**src/rtl/alu_pkg.sv**
```systemverilog
package alu_pkg;

  localparam int XLEN      = 32;
  localparam int OPC_W     = 5;
  localparam int RIDX_W    = 4;
  localparam int IMM_S_W   = 12;
  localparam int IMM_L_W   = 16;
  localparam int SHAMT_W   = $clog2(XLEN);

  // instruction field positions
  localparam int OPC_LSB   = 23;
  localparam int RD_LSB    = 19;
  localparam int IMMS_LSB  = 3;
  localparam int IMML_LSB  = 3;
  localparam int SHAMT_LSB = 10;

  typedef enum logic [OPC_W-1:0] {
    OP_ADD   = 5'b00000,
    OP_SUB   = 5'b00001,
    OP_ADDI  = 5'b00010,
    OP_SUBI  = 5'b00011,
    OP_AND   = 5'b00100,
    OP_ANDH  = 5'b00101,
    OP_OR    = 5'b00110,
    OP_ORH   = 5'b00111,
    OP_SHIFT = 5'b01000,
    OP_XOR   = 5'b01001,
    OP_XORH  = 5'b01010,
    OP_CMP   = 5'b11000,
    OP_CMPI  = 5'b11001
  } opcode_e;

  typedef enum logic [1:0] {
    K_NONE  = 2'd0,
    K_ARITH = 2'd1,
    K_LOGIC = 2'd2,
    K_SHIFT = 2'd3
  } unit_e;

  typedef enum logic [1:0] {
    LOP_AND = 2'd0,
    LOP_OR  = 2'd1,
    LOP_XOR = 2'd2
  } lop_e;

  typedef struct packed {
    unit_e kind;
    logic  is_sub;
    logic  use_cflag;
    logic  wr;
    logic  upd_nz;
    logic  upd_c;
    logic  upd_v;
    lop_e  lop;
    logic  sh_right;
    logic  sh_arith;
  } ctrl_t;

endpackage

```
**src/rtl/alu_rst_sync.sv**
```systemverilog
module alu_rst_sync (
  input  logic clk,
  input  logic rst_n,
  output logic rst_q_n
);
  logic [1:0] stage_q;

  always_ff @(posedge clk or negedge rst_n) begin
    if (!rst_n) stage_q <= 2'b00;
    else        stage_q <= {stage_q[0], 1'b1};
  end

  assign rst_q_n = stage_q[1];
endmodule

```
**src/rtl/alu_decode.sv**
```systemverilog
module alu_decode
  import alu_pkg::*;
#(
  parameter int W = XLEN
) (
  input  logic [27:0]  instr_lo,
  input  logic [W-1:0] src_b,
  output ctrl_t        ctrl,
  output logic [W-1:0] opb,
  output logic [W-1:0] sel_mask,
  output logic [SHAMT_W-1:0] shamt
);
  localparam int HALF = W / 2;

  logic                 c_bit, d_bit, s_bit;
  logic [IMM_S_W-1:0]   imm_s;
  logic [IMM_L_W-1:0]   imm_l;
  logic [W-1:0]         imm_s_ext, imm_l_sext, imm_l_dup;
  logic [W-1:0]         hi_mask, lo_mask;
  opcode_e              opc;

  assign opc   = opcode_e'(instr_lo[OPC_LSB +: OPC_W]);
  assign c_bit = instr_lo[1];
  assign d_bit = instr_lo[0];
  assign s_bit = instr_lo[2];
  assign imm_s = instr_lo[IMMS_LSB +: IMM_S_W];
  assign imm_l = instr_lo[IMML_LSB +: IMM_L_W];
  assign shamt = instr_lo[SHAMT_LSB +: SHAMT_W];

  assign imm_s_ext  = s_bit ? {{(W-IMM_S_W){imm_s[IMM_S_W-1]}}, imm_s}
                            : {{(W-IMM_S_W){1'b0}}, imm_s};
  assign imm_l_sext = {{(W-IMM_L_W){imm_l[IMM_L_W-1]}}, imm_l};
  assign imm_l_dup  = {(W/IMM_L_W){imm_l}};
  assign hi_mask    = {{(W-HALF){1'b1}}, {HALF{1'b0}}};
  assign lo_mask    = ~hi_mask;

  always_comb begin
    ctrl          = '0;
    ctrl.kind     = K_NONE;
    ctrl.lop      = LOP_AND;
    opb           = src_b;
    sel_mask      = '1;
    ctrl.sh_right = instr_lo[3];
    ctrl.sh_arith = instr_lo[2];
    unique case (opc)
      OP_ADD, OP_SUB, OP_ADDI, OP_SUBI: begin
        ctrl.kind      = K_ARITH;
        ctrl.is_sub    = (opc == OP_SUB) || (opc == OP_SUBI);
        ctrl.use_cflag = c_bit;
        ctrl.wr        = 1'b1;
        ctrl.upd_nz    = !d_bit;
        ctrl.upd_c     = !d_bit;
        ctrl.upd_v     = !d_bit;
        if ((opc == OP_ADDI) || (opc == OP_SUBI)) opb = imm_s_ext;
      end
      OP_CMP, OP_CMPI: begin
        ctrl.kind   = K_ARITH;
        ctrl.is_sub = 1'b1;
        ctrl.upd_nz = 1'b1;
        ctrl.upd_c  = 1'b1;
        ctrl.upd_v  = 1'b1;
        if (opc == OP_CMPI) opb = imm_l_sext;
      end
      OP_AND, OP_OR, OP_XOR: begin
        ctrl.kind   = K_LOGIC;
        ctrl.wr     = 1'b1;
        ctrl.upd_nz = !d_bit;
        ctrl.lop    = (opc == OP_AND) ? LOP_AND :
                      (opc == OP_OR)  ? LOP_OR  : LOP_XOR;
      end
      OP_ANDH, OP_ORH, OP_XORH: begin
        ctrl.kind   = K_LOGIC;
        ctrl.wr     = 1'b1;
        ctrl.upd_nz = !d_bit;
        ctrl.lop    = (opc == OP_ANDH) ? LOP_AND :
                      (opc == OP_ORH)  ? LOP_OR  : LOP_XOR;
        opb         = imm_l_dup;
        if (c_bit)          sel_mask = '1;
        else if (s_bit)     sel_mask = hi_mask;
        else                sel_mask = lo_mask;
      end
      OP_SHIFT: begin
        ctrl.kind   = K_SHIFT;
        ctrl.wr     = 1'b1;
        ctrl.upd_nz = !d_bit;
        ctrl.upd_c  = c_bit && !d_bit;
      end
      default: ctrl.kind = K_NONE;
    endcase
  end
endmodule

```
**src/rtl/alu_datapath.sv**
```systemverilog
module alu_datapath
  import alu_pkg::*;
#(
  parameter int W = XLEN
) (
  input  ctrl_t              ctrl,
  input  logic [W-1:0]       a,
  input  logic [W-1:0]       opb,
  input  logic [W-1:0]       sel_mask,
  input  logic [SHAMT_W-1:0] shamt,
  input  logic               carry_q,
  output logic [W-1:0]       res,
  output logic               c_out,
  output logic               v_out
);
  logic [W-1:0] b_eff, logic_full, logic_res;
  logic         cin;
  logic [W:0]   sum, lext, rext;

  // adder
  assign b_eff = ctrl.is_sub ? ~opb : opb;
  assign cin   = ctrl.use_cflag ? carry_q : ctrl.is_sub;
  assign sum   = {1'b0, a} + {1'b0, b_eff} + {{W{1'b0}}, cin};

  // bitwise unit with half-word merge
  always_comb begin
    unique case (ctrl.lop)
      LOP_OR:  logic_full = a | opb;
      LOP_XOR: logic_full = a ^ opb;
      default: logic_full = a & opb;
    endcase
  end
  assign logic_res = (logic_full & sel_mask) | (a & ~sel_mask);

  // shifter: one guard bit catches the last bit shifted out
  assign lext = {1'b0, a} << shamt;
  always_comb begin
    if (ctrl.sh_arith) rext = $signed({a, 1'b0}) >>> shamt;
    else               rext = {a, 1'b0} >> shamt;
  end

  always_comb begin
    res   = '0;
    c_out = 1'b0;
    v_out = 1'b0;
    unique case (ctrl.kind)
      K_ARITH: begin
        res   = sum[W-1:0];
        c_out = sum[W];
        v_out = (a[W-1] == b_eff[W-1]) && (sum[W-1] != a[W-1]);
      end
      K_LOGIC: res = logic_res;
      K_SHIFT: begin
        if (ctrl.sh_right) begin
          res   = rext[W:1];
          c_out = rext[0];
        end else begin
          res   = lext[W-1:0];
          c_out = lext[W];
        end
      end
      default: res = '0;
    endcase
  end
endmodule

```
**src/rtl/alu_flags.sv**
```systemverilog
module alu_flags
  import alu_pkg::*;
#(
  parameter int W = XLEN
) (
  input  logic         clk,
  input  logic         rst_q_n,
  input  logic         exec_en,
  input  ctrl_t        ctrl,
  input  logic [W-1:0] res,
  input  logic         c_in,
  input  logic         v_in,
  output logic [3:0]   flags_q
);
  logic [3:0] flags_d;
  logic       n_new, z_new;

  assign n_new = res[W-1];
  assign z_new = (res == '0);

  always_comb begin
    flags_d = flags_q;
    if (exec_en) begin
      if (ctrl.upd_nz) begin
        flags_d[3] = n_new;
        flags_d[0] = z_new;
      end
      if (ctrl.upd_c) flags_d[2] = c_in;
      if (ctrl.upd_v) flags_d[1] = v_in;
    end
  end

  always_ff @(posedge clk or negedge rst_q_n) begin
    if (!rst_q_n) flags_q <= '0;
    else          flags_q <= flags_d;
  end


  kept_cv_logic_chk: assert property (@(posedge clk) disable iff (!rst_q_n)
    (exec_en && ctrl.kind == K_LOGIC) |=> (flags_q[2:1] == $past(flags_q[2:1])));
endmodule

```
**src/rtl/int_exec_alu.sv**
```systemverilog
module int_exec_alu
  import alu_pkg::*;
(
  input  logic        clk,
  input  logic        rst_n,
  input  logic        exec_en,
  input  logic [31:0] instr,
  input  logic [31:0] src_a,
  input  logic [31:0] src_b,
  output logic [31:0] result,
  output logic        wr_en,
  output logic [3:0]  dest_idx,
  output logic [3:0]  status
);
  localparam int W = XLEN;

  ctrl_t              ctrl;
  logic [W-1:0]       opb, sel_mask, dp_res;
  logic [SHAMT_W-1:0] shamt;
  logic               dp_c, dp_v, rst_q_n;
  logic               unused_cond;

  assign unused_cond = ^instr[31:28];

  alu_rst_sync u_rst (
    .clk     (clk),
    .rst_n   (rst_n),
    .rst_q_n (rst_q_n)
  );

  alu_decode #(.W(W)) u_dec (
    .instr_lo (instr[27:0]),
    .src_b    (src_b),
    .ctrl     (ctrl),
    .opb      (opb),
    .sel_mask (sel_mask),
    .shamt    (shamt)
  );

  alu_datapath #(.W(W)) u_dp (
    .ctrl     (ctrl),
    .a        (src_a),
    .opb      (opb),
    .sel_mask (sel_mask),
    .shamt    (shamt),
    .carry_q  (status[2]),
    .res      (dp_res),
    .c_out    (dp_c),
    .v_out    (dp_v)
  );

  alu_flags #(.W(W)) u_flg (
    .clk     (clk),
    .rst_q_n (rst_q_n),
    .exec_en (exec_en),
    .ctrl    (ctrl),
    .res     (dp_res),
    .c_in    (dp_c),
    .v_in    (dp_v),
    .flags_q (status)
  );

  assign result   = dp_res;
  assign wr_en    = exec_en && ctrl.wr;
  assign dest_idx = instr[RD_LSB +: RIDX_W];


  cmp_no_write_chk: assert property (@(posedge clk) disable iff (!rst_q_n)
    (instr[27:23] == OP_CMP || instr[27:23] == OP_CMPI) |-> !wr_en);


  idle_hold_chk: assert property (@(posedge clk) disable iff (!rst_q_n)
    !exec_en |=> $stable(status));


  dbit_hold_chk: assert property (@(posedge clk) disable iff (!rst_q_n)
    (exec_en && instr[0] && instr[27:23] != OP_CMP && instr[27:23] != OP_CMPI)
      |=> $stable(status));


  shift_carry_keep_chk: assert property (@(posedge clk) disable iff (!rst_q_n)
    (exec_en && instr[27:23] == OP_SHIFT && !instr[1]) |=> $stable(status[2]));


  zero_flag_chk: assert property (@(posedge clk) disable iff (!rst_q_n)
    (exec_en && !instr[0] && (instr[27:23] == OP_ADD || instr[27:23] == OP_SUB))
      |=> (status[0] == ($past(result) == '0)));
endmodule

```
**config.mk**
```make
export PLATFORM = sky130hd
export DESIGN_NAME = int_exec_alu
export DESIGN_NICKNAME = d
export VERILOG_FILES = /design/src/rtl/alu_pkg.sv /design/src/rtl/alu_rst_sync.sv /design/src/rtl/alu_decode.sv /design/src/rtl/alu_datapath.sv /design/src/rtl/alu_flags.sv /design/src/rtl/int_exec_alu.sv
export SDC_FILE = /design/constraint.sdc
export NUM_CORES = 1
export LEC_CHECK = 0
export ABC_AREA = 1
export BUFFER_PORTS_ARGS = -buffer_cell sky130_fd_sc_hd__buf_2
export CORE_MARGIN = 5
export CORE_UTILIZATION = 55
export CTS_BUF_LIST = sky130_fd_sc_hd__clkbuf_4
export CTS_CLUSTER_DIAMETER = 30
export DETAILED_ROUTE_END_ITERATION = 6
export PLACE_DENSITY = 0.84
export SLEW_MARGIN = 0
export SYNTH_ARGS = -nofsm -noshare
export SYNTH_HDL_FRONTEND = slang
export SYNTH_SLANG_ARGS = --single-unit
export TNS_END_PERCENT = 1
```
**constraint.sdc**
```tcl
create_clock -name clk -period 12.32 [get_ports clk]
set_input_delay 2.464 -clock clk [delete_from_list [all_inputs] [get_ports clk]]
set_output_delay 2.464 -clock clk [all_outputs]
set_load 0.02 [all_outputs]
```
Word-level counts from Yosys, hierarchy flattened
Index checks and enable logic that the tools add are counted.
{ "totals": {"ff_bits": 6, "input_bits": 99, "output_inout_bits": 41} }
{ "op_classes": {"add_sub_neg": 2, "eq_ne": 19, "shifts": 3, "mux": 28, "bitwise": 8, "reduce_logical": 18} }
{ "op_table": {"columns": ["cell", "count"], "rows": [
  ["$mux W32", 8],
  ["$pmux W32 S3", 2],
  ["$and A32 B32 Y32", 3],
  ["$not A32 Y32", 2],
  ["$or A32 B32 Y32", 2],
  ["$pmux W32 S2", 1],
  ["$add A32 B32 Y33", 1],
  ["$add A33 B1 Y33", 1],
  ["$mux W33", 1],
  ["$shl A32 B5 Y33", 1],
  ["$shr A33 B5 Y33", 1],
  ["$sshr A33 B5 Y33", 1],
  ["$logic_not A32 Y1", 1],
  ["$xor A32 B32 Y32", 1],
  ["$eq A5 B3 Y1 const B", 4],
  ["$eq A5 B4 Y1 const B", 3],
  ["$reduce_or A6 Y1", 2],
  ["$reduce_or A11 Y1", 1],
  ["$eq A5 B2 Y1 const B", 2],
  ["$eq A5 B5 Y1 const B", 2],
  ["$mux W2", 4],
  ["$pmux W1 S2", 4],
  ["$eq A2 B2 Y1 const B", 3],
  ["$pmux W2 S3", 1],
  ["other kinds (15)", 26]
]} }

Depth between registers and ports, before layout
{ "depth": {"word_depth": 11, "ltp_mapped": 32} }

Hierarchy
Synthesis repeated with hierarchy kept, for this count alone.
{ "hier_totals": {"hier_cells": 2247, "hier_area_um2": 11410.9} }
{ "modules_own_cells": {"columns": ["mod", "instances", "cells_each", "area_per_inst_um2", "seq_area_each_um2"], "rows": [
  ["alu_datapath", 1, 1787, 9106.2, 0.0],
  ["alu_decode", 1, 410, 1943.1, 0.0],
  ["alu_flags", 1, 41, 270.3, 100.1],
  ["alu_rst_sync", 1, 3, 53.8, 50.0],
  ["int_exec_alu", 1, 6, 37.5, 0.0]
]} }

Worst setup path before layout
OpenSTA, ideal clock, no wires.
{ "synth_path": {"path_type": "input-to-output", "from": "input port instr[24]", "to": "output port result[28]", "t_arrival_ns": 5.424, "setup_slack_ns": 4.432, "cell_stages": 22, "cell_sequence": "buf_2 -> nor3_1 -> nor2_1 -> inv_2 -> nor2_4 -> buf_2 -> a21oi_1 -> a22oi_2 -> xor2_1 -> fa_1 -> inv_1 -> fa_1 -> nor2_1 -> o21ai_0 -> nand2_1 -> nand2_1 -> nand2_1 -> nand2_1 -> a21oi_1 -> nor2_1 -> nor2_1 -> inv_1"} }
{ "synth_between": {"elab_chain_len": 9, "elab_cells_between_ends": 52} }
{ "synth_lines": {"columns": ["element", "line", "source"], "rows": [
  ["from (decl)", "int_exec_alu.sv:7", "input logic [31:0] instr,"],
  ["$eq A5 B2 Y1 (tied with other cells)", "alu_decode.sv:45, alu_decode.sv:54", null],
  ["$logic_or A1 B1 Y1 (tied with other cells)", "alu_decode.sv:54", "if ((opc == OP_ADDI) || (opc == OP_SUBI)) opb = imm_s_ext;"],
  ["$mux W32 (tied with other cells)", "alu_decode.sv:54", null],
  ["$pmux W32 S3 or $pmux W2 S2 (tied branches)", "alu_decode.sv:45", "unique case (opc)"],
  ["$not A32 Y32 (tied with other cells)", "alu_datapath.sv:21", "assign b_eff = ctrl.is_sub ? ~opb : opb;"],
  ["$mux W32 or $pmux W32 S2 (tied branches)", "alu_datapath.sv:21, alu_datapath.sv:27", null],
  ["$add A32 B32 Y33 or $and A32 B32 Y32 (tied branches)", "alu_datapath.sv:23, alu_datapath.sv:33", null],
  ["$add A33 B1 Y33 or $or A32 B32 Y32 (tied branches)", "alu_datapath.sv:23, alu_datapath.sv:33", null],
  ["$pmux W32 S3 *", "alu_datapath.sv:46", "unique case (ctrl.kind)"],
  ["to (decl)", "int_exec_alu.sv:10", "output logic [31:0] result,"]
]} }
Mark *: on every way between the ends. The rest lies on a longest branch, timed or not.

Final worst setup path
{ "layout_path": {"from": "input port instr[24]", "to": "output port result[31]"} }
The elaborated chain is that of the path after synthesis.

==> reports/qor.csv <==
stage,metric,value,unit
clocking,cts_resized,0,
route,highest_layer,met4,
route,via_per_inst,6.217,
sta,finalSetupViolCount,0,
setup_path,cp_common_cell,nand2_1,
sta,maxSlewViolCount,0,
floorplan,ios,140,
route,wl_met1,18660,µm
setup_path,cp_slowest_cell,nor3_1,
setup_path,crit_type,in2out,
placement,dp.final_hpwl,39350,µm
clocking,cts_tree,yes,
route,wl_met3,5676,µm
floorplan,coreArea,0.01946,mm²
clocking,holdBufCountCts,0,
sta,rsz0062_at_grt,false,
setup_path,worst_setup_path_end_kind,output pin,
power_and_ir_drop,vdd_drop_max,42.66,µV
placement,placed_cell_area,0.01141,mm²
synth,netlist_area,0.01088,mm²
finish,area_growth,5.071,%
global_route,grt_first_pass_wirelength,75750,µm
placement,dp.cells,2452,
sta,min_period,10.53,ns
route,finalWirelength,49920,µm
floorplan,dieArea,0.02270,mm²
setup_path,timing.critical_path.buf_inv,6,
synth,syn_avg_cell_area,5.045,µm²
floorplan,rows,51,
global_route,grt.total_usage,42.68,%
synth,synth_nets,2355,
synth,synth.ff_latch_count,6,
synth,synth_cell_type_count,47,
route,dr.pass1.iters,7,
sta,worstMarginPinSlew,1.309,ns
route,ant_nets,0,
status,status,finished clean,
setup_path,startpoint_type,primary input,
placement,io_buffers,127,
power_and_ir_drop,p_per_area,64.43,mW/mm²
power_and_ir_drop,p_leak,6.632,nW
finish,instances_no_fill,2455,
global_route,grt_max_degree,75,
floorplan,initial_core_util,55.91,%
power_and_ir_drop,power,0.7367,mW
sta,setup_tns,0,ns
finish,drive_above_1_share,9.726,%
global_route,antenna_found_initial,1,
sta,timing_hold_violations_final,0,
clocking,path_clk_slew,0.05,ns
clocking,h-tree-depth,1,
route,wl_met2,21140,µm
floorplan,die_x,150.7,µm
floorplan,fp.dieH,150.7,µm
setup_path,r2r_start,u_flg.flags_q[2]$_DFFE_PN0P_,
global_route,first_global_vias,13750,
synth,yosysSeqAreaShare,1.380,%
sta,fin_crit_sh,85.44,%
placement,place_congestion,1.058,
setup_path,startpoint,instr[24],
setup_path,path_delay_family,simple AND/OR/NAND/NOR gates,
synth,yosys_warnings,0,
route,via_count,15260,
clocking,cts.path.max_buffers,2,
finish,stdcell_area,0.01143,mm²
route,drcViolationCount,0,
worst_hold_path,hold_path.class,reg2async,
setup_path,slowest_delay,1.09,ns
clocking,clkSinkCount,6,
sta,fin_skew,0.003706,ns
finish,fin_nets,2390,
route,avgRoutedWirePerCell,20.33,µm
setup_path,crit_fanout,31,
clocking,cts_setup_buffers,0,
sta,fmax,95.00,MHz
global_route,grt_remaining_overflow,0,
setup_path,required,9.86,ns
synth,netlist_instances,2157,
job,cap_violations,0,
finish,diodes,0,
clocking,cts_made_buffers,3,
sta,max_slew_margin,12.06,%
route,drtIter0Drc,2059,
setup_path,crit_arrival,8.06,ns
clocking,clkLatencyLatePin,0.25,ns
clocking,cts.root.buffer_cell,clkbuf_4,
==> final timing paths <==
kind                       slack (ns)                      endpoint  depth (start not counted)
max in group asynchronous       10.23    u_rst.stage_q[0]$_DFF_PN0_                          1
max                              1.79                    result[31]                         27
max reg2reg                      9.00  u_flg.flags_q[0]$_DFFE_PN0P_                         20
min in group clk                 0.37    u_rst.stage_q[1]$_DFF_PN0_                          0
min                              0.08  u_flg.flags_q[3]$_DFFE_PN0P_                          0
min reg2reg                      0.08  u_flg.flags_q[3]$_DFFE_PN0P_                          0
==> kinds of logic (layout without fill, tap and decap cells) <==
| kind of cell | after synthesis | in the layout | synth area share [%] |
|---|---|---|---|
| and+or+nand+nor | 1314 | 1314 | 51.89 |
| buffers and inverters | 387 | 420 | 14.63 |
| AOI/OAI and AO/OA | 318 | 318 | 17.97 |
| adders and majority gates | 99 | 99 | 11.52 |
| xor gates and xnor gates | 32 | 32 | 2.576 |
| DFF | 6 | 6 | 1.380 |
| other | 1 | 1 | 0.03446 |
==> worst register-to-register path: stages, from the launching register on <==
cell and delay [ns]:
dfrtp_1 0.46, nor2_1 0.08, a21oi_1 0.17, fa_1 0.33, inv_1 0.09, fa_1 0.43, inv_1 0.12, nand2_1 0.07
nand3_1 0.11, nand2_1 0.08, nand2_1 0.16, nand2_1 0.07, nand3_1 0.09, nand2_1 0.08, nor2_1 0.28, nand3_1 0.12
nor2_1 0.11, nand2_1 0.10, nor2_1 0.15, nand3_1 0.10, nand2_1 0.06
==> where the power goes <==
group          internal [mW]  switching (mW)
Sequential            0.0229         0.00348
Combinational          0.209           0.483
Clock                 0.0110         0.00735
==> area by class of cell <==
| class | instances | area [µm²] |
|---|---|---|
| repair buffers | 142 | 748.2 |
| multi-input cells | 1764 | 9144 |
| well taps | 265 | 331.6 |
| flip-flops and latches | 6 | 150.1 |
| inverters | 275 | 1037 |
| fillers | 2121 | 8029 |
| clock buffers | 3 | 22.52 |
==> cell usage after synthesis (all sizes together) <==
master	instances	area share (%)
nand2	642	23
nand3	384	18
inv	275	9.5
nor2	230	8.0
o21ai	120	5.5
ha	97	11
a21oi	89	4.2
buf	75	3.8
clkbuf	37	1.3
xor2	32	2.6
a211oi	31	2.1
o211ai	31	2.6
nand4	27	1.6
o21a	22	1.5
nor3	13	0.64
nand3b	11	0.76
dfrtp	6	1.4
a22oi	5	0.48
a31oi	5	0.29
o2111ai	4	0.32
o22ai	4	0.23
or2	4	0.23
a221oi	3	0.41
a21boi	2	0.14
and2	2	0.11
fa	2	0.37
conb	1	0.034
nor4	1	0.058
o21bai	1	0.069
o31ai	1	0.069
==> registers in the layout, indices dropped and copies added, names as in the netlist <==
signal	cells
u_flg.flags_q	4
u_rst.stage_q	2
==> metrics by stage <==
stage | util [%] | worst slack [ns] | hold WS [ns]
6_report | 58.75 | 1.793 | 0.07735
4_1_cts | 58.75 | 2.070 | 0.06948
5_1_grt | 58.75 | 1.336 | 0.08172
2_1_floorplan | - | 4.432 | 0.04029
3_3_place_gp | 58.63 | 2.124 | 0.06170
3_5_place_dp | 58.63 | 2.078 | 0.06537
==> placed cells by master, fill, tap and decap left out, drive strengths merged <==
| master | n |
|---|---|
| a211oi | 31 |
| a21boi | 2 |
| a21oi | 89 |
| a221oi | 3 |
| a22oi | 5 |
| a31oi | 5 |
| and2 | 2 |
| buf | 142 |
| clkbuf | 3 |
| conb | 1 |
| dfrtp | 6 |
| fa | 2 |
| ha | 97 |
| inv | 275 |
| nand2 | 642 |
| nand3 | 384 |
| nand3b | 11 |
| nand4 | 27 |
| nor2 | 230 |
| nor3 | 13 |
| nor4 | 1 |
| o2111ai | 4 |
| o211ai | 31 |
| o21a | 22 |
| o21ai | 120 |
| o21bai | 1 |
| o22ai | 4 |
| o31ai | 1 |
| or2 | 4 |
| xor2 | 32 |
==> layer usage <==
metal / track usage [%] / vias up
met1: 54.51 / 6875
met2: 66.07 / 1012
li1: - / 7137
met3: 6.141 / 239
met4: 29.42 / 0
met5: 0 / -
(Power assumes the default switching activity.)
